### src/rtl/tmr_irq_pkg.sv
package tmr_irq_pkg;
  localparam int unsigned MAX_CH = 32;
  localparam int unsigned IDX_W  = $clog2(MAX_CH);

  // lowest set bit index of a request vector; 0 when empty
  function automatic logic [IDX_W-1:0] lowest_idx(input logic [MAX_CH-1:0] v);
    logic [IDX_W-1:0] r;
    r = '0;
    for (int i = MAX_CH - 1; i >= 0; i--) begin
      if (v[i]) r = IDX_W'(i);
    end
    return r;
  endfunction
endpackage

### src/rtl/tmr_irq_chan.sv
module tmr_irq_chan (
  input  logic clk,
  input  logic rst_n,
  input  logic fire_i,
  input  logic lvl_i,
  input  logic ch_en_i,
  input  logic msg_en_i,
  input  logic glb_en_i,
  input  logic glb_rise_i,
  input  logic clr_i,
  output logic status_o,
  output logic line_o,
  output logic msg_evt_o
);
  logic status_q, lvl_q, en_q, pulse_q;
  logic active, lvl_drop, redeliver;

  assign active    = ch_en_i & glb_en_i;
  assign lvl_drop  = lvl_q & ~lvl_i;
  assign redeliver = status_q & ((ch_en_i & ~en_q) | glb_rise_i);

  always_ff @(posedge clk or negedge rst_n) begin
    if (!rst_n) begin
      status_q <= 1'b0;
      lvl_q    <= 1'b0;
      en_q     <= 1'b0;
      pulse_q  <= 1'b0;
    end else begin
      lvl_q   <= lvl_i;
      en_q    <= ch_en_i;
      pulse_q <= fire_i & ~lvl_i & active & ~msg_en_i;
      if (lvl_drop)              status_q <= 1'b0;
      else if (fire_i && lvl_i)  status_q <= 1'b1;
      else if (clr_i)            status_q <= 1'b0;
    end
  end

  assign status_o  = status_q;
  assign line_o    = active & ((lvl_i & ~msg_en_i & status_q) | pulse_q);
  assign msg_evt_o = active & msg_en_i & (fire_i | redeliver);

  p_lvl_set_r1: assert property (@(posedge clk) disable iff (!rst_n)
    (fire_i && lvl_i) |=> status_o);
  p_edge_nostat_r2: assert property (@(posedge clk) disable iff (!rst_n)
    (fire_i && !lvl_i && !status_o) |=> !status_o);
  p_w1c_r8: assert property (@(posedge clk) disable iff (!rst_n)
    (clr_i && !(fire_i && lvl_i)) |=> !status_o);
  p_lvl_drop_r11: assert property (@(posedge clk) disable iff (!rst_n)
    (lvl_q && !lvl_i) |=> !status_o);
endmodule

### src/rtl/tmr_irq_msg_arb.sv
module tmr_irq_msg_arb
  import tmr_irq_pkg::*;
#(
  parameter int unsigned NCH = 4,
  parameter int unsigned AW  = 32,
  parameter int unsigned DW  = 32
) (
  input  logic                  clk,
  input  logic                  rst_n,
  input  logic [NCH-1:0]        evt_i,
  input  logic [NCH*(AW+DW)-1:0] route_i,
  input  logic                  ready_i,
  output logic                  valid_o,
  output logic [AW-1:0]         addr_o,
  output logic [DW-1:0]         data_o
);
  localparam int unsigned RW = AW + DW;

  logic [NCH-1:0]   pend_q, grant;
  logic [IDX_W-1:0] sel;
  logic             load, valid_q;
  logic [AW-1:0]    addr_q;
  logic [DW-1:0]    data_q;
  logic [RW-1:0]    sel_route;

  assign sel       = lowest_idx(MAX_CH'(pend_q));
  assign load      = (|pend_q) & (~valid_q | ready_i);
  assign grant     = load ? (NCH'(1) << sel) : '0;
  assign sel_route = route_i[sel*RW +: RW];

  always_ff @(posedge clk or negedge rst_n) begin
    if (!rst_n) begin
      pend_q  <= '0;
      valid_q <= 1'b0;
      addr_q  <= '0;
      data_q  <= '0;
    end else begin
      pend_q <= (pend_q & ~grant) | evt_i;
      if (load) begin
        valid_q <= 1'b1;
        addr_q  <= sel_route[RW-1:DW];
        data_q  <= sel_route[DW-1:0];
      end else if (ready_i) begin
        valid_q <= 1'b0;
      end
    end
  end

  assign valid_o = valid_q;
  assign addr_o  = addr_q;
  assign data_o  = data_q;

  p_hold_r6: assert property (@(posedge clk) disable iff (!rst_n)
    (valid_o && !ready_i) |=> (valid_o && $stable(addr_o) && $stable(data_o)));
  p_drain_r7: assert property (@(posedge clk) disable iff (!rst_n)
    ((|pend_q) && !valid_o) |=> valid_o);
  p_grant_one_r12: assert property (@(posedge clk) disable iff (!rst_n)
    $onehot0(grant));
endmodule

### src/rtl/tmr_irq_unit.sv
module tmr_irq_unit #(
  parameter int unsigned NCH = 4,
  parameter int unsigned AW  = 32,
  parameter int unsigned DW  = 32
) (
  input  logic                   clk,
  input  logic                   rst_n,
  input  logic [NCH-1:0]         fire_i,
  input  logic [NCH-1:0]         lvl_i,
  input  logic [NCH-1:0]         ch_en_i,
  input  logic [NCH-1:0]         msg_en_i,
  input  logic                   glb_en_i,
  input  logic [NCH*(AW+DW)-1:0] route_i,
  input  logic                   clr_we_i,
  input  logic [NCH-1:0]         clr_data_i,
  output logic [NCH-1:0]         status_o,
  output logic [NCH-1:0]         irq_o,
  output logic                   msg_valid_o,
  output logic [AW-1:0]          msg_addr_o,
  output logic [DW-1:0]          msg_data_o,
  input  logic                   msg_ready_i
);
  logic           glb_q, glb_rise;
  logic [NCH-1:0] msg_evt, clr;

  always_ff @(posedge clk or negedge rst_n) begin
    if (!rst_n) glb_q <= 1'b0;
    else        glb_q <= glb_en_i;
  end

  assign glb_rise = glb_en_i & ~glb_q;
  assign clr      = {NCH{clr_we_i}} & clr_data_i;

  for (genvar g = 0; g < NCH; g++) begin : g_ch
    tmr_irq_chan u_ch (
      .clk       (clk),
      .rst_n     (rst_n),
      .fire_i    (fire_i[g]),
      .lvl_i     (lvl_i[g]),
      .ch_en_i   (ch_en_i[g]),
      .msg_en_i  (msg_en_i[g]),
      .glb_en_i  (glb_en_i),
      .glb_rise_i(glb_rise),
      .clr_i     (clr[g]),
      .status_o  (status_o[g]),
      .line_o    (irq_o[g]),
      .msg_evt_o (msg_evt[g])
    );
  end

  tmr_irq_msg_arb #(.NCH(NCH), .AW(AW), .DW(DW)) u_arb (
    .clk    (clk),
    .rst_n  (rst_n),
    .evt_i  (msg_evt),
    .route_i(route_i),
    .ready_i(msg_ready_i),
    .valid_o(msg_valid_o),
    .addr_o (msg_addr_o),
    .data_o (msg_data_o)
  );

  p_gate_r3: assert property (@(posedge clk) disable iff (!rst_n)
    !glb_en_i |-> (irq_o == '0));
  p_msg_noline_r5: assert property (@(posedge clk) disable iff (!rst_n)
    ((msg_en_i & ~$past(msg_en_i)) == '0 && $past(rst_n)) |-> ((irq_o & msg_en_i) == '0));
endmodule

### config.mk
export PLATFORM = sky130hd
export DESIGN_NAME = tmr_irq_unit
export DESIGN_NICKNAME = d
export VERILOG_FILES = /design/src/rtl/tmr_irq_pkg.sv /design/src/rtl/tmr_irq_chan.sv /design/src/rtl/tmr_irq_msg_arb.sv /design/src/rtl/tmr_irq_unit.sv
export SDC_FILE = /design/constraint.sdc
export NUM_CORES = 1
export LEC_CHECK = 0
export BUFFER_PORTS_ARGS = -buffer_cell sky130_fd_sc_hd__buf_2
export CORE_AREA = 4 4 136 138
export CTS_CLUSTER_DIAMETER = 120
export DETAILED_ROUTE_END_ITERATION = 12
export DIE_AREA = 0 0 140 142
export HOLD_SLACK_MARGIN = 0.02
export SLEW_MARGIN = 20
export SYNTH_ARGS = -nofsm -noshare
export SYNTH_HDL_FRONTEND = slang
export SYNTH_SLANG_ARGS = --single-unit
### constraint.sdc
create_clock -name clk -period 2.8 [get_ports clk]
set_input_delay 0.14 -clock clk [delete_from_list [all_inputs] [get_ports clk]]
set_output_delay 0.14 -clock clk [all_outputs]
set_load 0.02 [all_outputs]
==> results.json <==
{
  "status": "complete, no violations",
  "power.density_nw_per_um2": 751,
  "fin_tns_setup_ps": 0,
  "yosys_warnings": 0,
  "period_share_pct": 72.8,
  "maxSlewViolCount": 0,
  "viasPerCell": 5.37,
  "rsz0062_at_grt": "no",
  "holdWs_ps": 79.1,
  "rows": 48,
  "cp.required_ps": 3060,
  "fmax_mhz": 490,
  "netlist.area_leader.share_pct": 38.6,
  "antenna_found_initial": 0,
  "clk_pin_slew_ps": 70,
  "pre_cts_ws_ps": 771,
  "cp_slowest_cell": "buf_4",
  "synthesis.nets": 953,
  "cts_buffer_depth": 2,
  "io_buffers": 353,
  "ant_nets": 0,
  "cts_tree": "yes",
  "cell_internal_pwr_mw": 3.38,
  "dpl.hpwl_microns": 16900,
  "drc": 0,
  "ctsHtreeMaxLevel": 3,
  "cap_violations": 0,
  "initial_core_util_pct": 32.5,
  "synth_edf_count": 0,
  "wire_per_inst_microns": 18.9,
  "nets": 1273,
  "skew_ps": 7.34,
  "synth-seq-area-share_pct": 38.6,
  "hp-class": "in -> reg",
  "grt.total_usage_pct": 22.4,
  "slew_headroom_pct": 47.1,
  "crit_path_end_kind": "flop",
  "clkSinkCount": 86,
  "syn_to_final_growth_pct": 41.2,
  "switchingPower_mw": 2.54,
  "die_width_microns": 140,
  "syn_area_per_cell_sq_um": 8.30,
  "ys_ff_latch": 86,
  "cp_cell_sequence": "buf_4, nor2_1, a21oi_4, buf_4, nor2_1, a31oi_1",
  "worstSetupPathType": "reg -> reg",
  "finalWorstPathRequiredPeriod_ps": 2040,
  "final_util_pct": 45.8,
  "setup_viol": 0,
  "antennaDiodeCount": 0,
  "critPathMaxFanout": 56,
  "grt_pass1_wl_microns": 35700,
  "clkPwrFrac_pct": 20.3,
  "synth_area_sq_um": 5580,
  "core_area_sq_um": 17200,
  "dpl_cell_area_sq_um": 7410,
  "critPathLaunchType": "flop",
  "synth_top_area_cell": "dfrtp_1",
  "grt_pass1_vias": 6348,
  "layout_commonest_cell": "buf_2",
  "grt_max_degree": 73,
  "cts_buffers": 9,
  "cts.repair.resized": 0,
  "synth_ff_type": "dfrtp_1",
  "fin_ws_ps": 761,
  "layout_common_cells": "352 x buf_2, 128 x nor2_1, 124 x a31oi_1",
  "initialDrtViolationCount": 403,
  "routabilityCongestion": 0.899,
  "final_cell_area_sq_um": 7880,
  "post_cts_buffers": 0,
  "seqPwrFrac_pct": 34.0,
  "root_buffer": "clkbuf_16",
  "drive_gt1_share_pct": 42.0,
  "final-hold-violation-count": 0,
  "p_comb_share_pct": 45.7,
  "globalRoute.totalOverflow": 0,
  "die_area_sq_um": 19900,
  "dr.pass1.iters": 5,
  "p_leak_nw": 3.77,
  "clock_latency_ps": 340,
  "cp.arrival_ps": 2300,
  "postSynthCellCount": 672,
  "fp.dieH_microns": 142,
  "vias": 6564,
  "synth_cell_types": 27,
  "synth.area.top_cells": "dfrtp_1 39%, a31oi_1 14%, nor2_1 8.6%, and3_1 6.6%, a221oi_1 6.1%",
  "routed_wl_microns": 23100,
  "synthArstFlopShare_pct": 100,
  "io_pins": 354,
  "worst_pin_slew_ps": 791,
  "swShare_pct": 42.9,
  "vdd_drop_max_mv": 0.343,
  "slowest_delay_ps": 490
}
-- area by class of cell --
class / count / area (sq um)
clock inverters: 7 / 65.1
fillers: 1783 / 9300
multi-input cells: 495 / 2980
flip-flops and latches: 86 / 2160
well taps: 225 / 282
clock buffers: 9 / 225
inverters: 13 / 50.0
repair buffers: 387 / 2120
-- per-layer routing --
metal	vias up	part of all wire [%]	GRT usage (%)
li1	3160	-	-
met1	3095	41	29.4
met2	280	50	37.6
met3	29	7.3	4.74
met4	0	2.0	6.22
met5	-	0	0
-- sequential cells by signal, summed over array words and instances (netlist names) --
name / flops
u_arb.addr_o: 32
u_arb.data_o: 32
g_ch.u_ch.pulse_q: 4
g_ch.u_ch.lvl_q: 4
u_arb.valid_o: 1
u_arb.pend_q: 4
g_ch.u_ch.en_q: 4
glb_q: 1
g_ch.u_ch.status_o: 4
-- cells in the mapped netlist, types with 7 or more instances --
cell type / n
nor4b_1: 9
and3_1: 59
o21ai_0: 7
a221oi_1: 39
a31oi_1: 124
buf_2: 21
a221oi_2: 20
dfrtp_1: 86
a21oi_1: 11
buf_4: 14
nor2_1: 128
nand2_1: 71
clkbuf_1: 32
inv_1: 13
-- kinds of logic after synthesis --
kind of cell / synth area share, %
simple gates: 22.7
compound gates: 30.3
buf+inv: 8.36
flops: 38.6
-- repair_timing --
action	in CTS	in global routing
hold buffers	17	0
endpoints found under the hold margin	65	0
setup endpoints to repair	0	0
-- path summary, 6_finish.rpt --
| check | slack, ps | to | cells after the start | startpoint |
|---|---|---|---|---|
| hold / removal | 80 | g_ch[1].u_ch.pulse_q | 2 | fire_i[1] |
| setup / recovery | 760 | u_arb.data_o[21] | 6 | u_arb.pend_q[1] |
| max in group asynchronous | 1740 | u_arb.data_o[21] | 3 | rst_n |
| hold reg to reg | 410 | g_ch[3].u_ch.status_o | 1 | g_ch[3].u_ch.lvl_q |
| setup reg to reg | 760 | u_arb.data_o[21] | 6 | u_arb.pend_q[1] |
| min in group asynchronous | 400 | g_ch[2].u_ch.status_o | 2 | rst_n |
-- power by group through the flow --
stage	Clock, mW	Sequential (mW)	Combinational [mW]
after floorplan	0	2.61	1.08
after global placement	0	2.03	2.71
after detailed placement	0	2.03	2.72
after CTS	1.24	2.01	2.74
after global routing	1.29	2.08	2.95
final	1.20	2.01	2.71
-- metrics by stage --
step / std cells / power (mW)
floorplan: 672 / 3.68
global placement: 1189 / 4.74
global route: 1222 / 6.31
finish: 1222 / 5.92
CTS: 1222 / 5.99
detailed placement: 1189 / 4.76
-- worst max-delay path: cells and delay by family (launching register included) --
| kind | cells | cell delay (ps) |
|---|---|---|
| AO/OA/AOI/OAI | 2 | 340 |
| buffers and inverters | 2 | 890 |
| flip-flops | 1 | 420 |
| AND/OR/NAND/NOR | 2 | 260 |
Note: power is estimated with default switching activity, not from simulation.
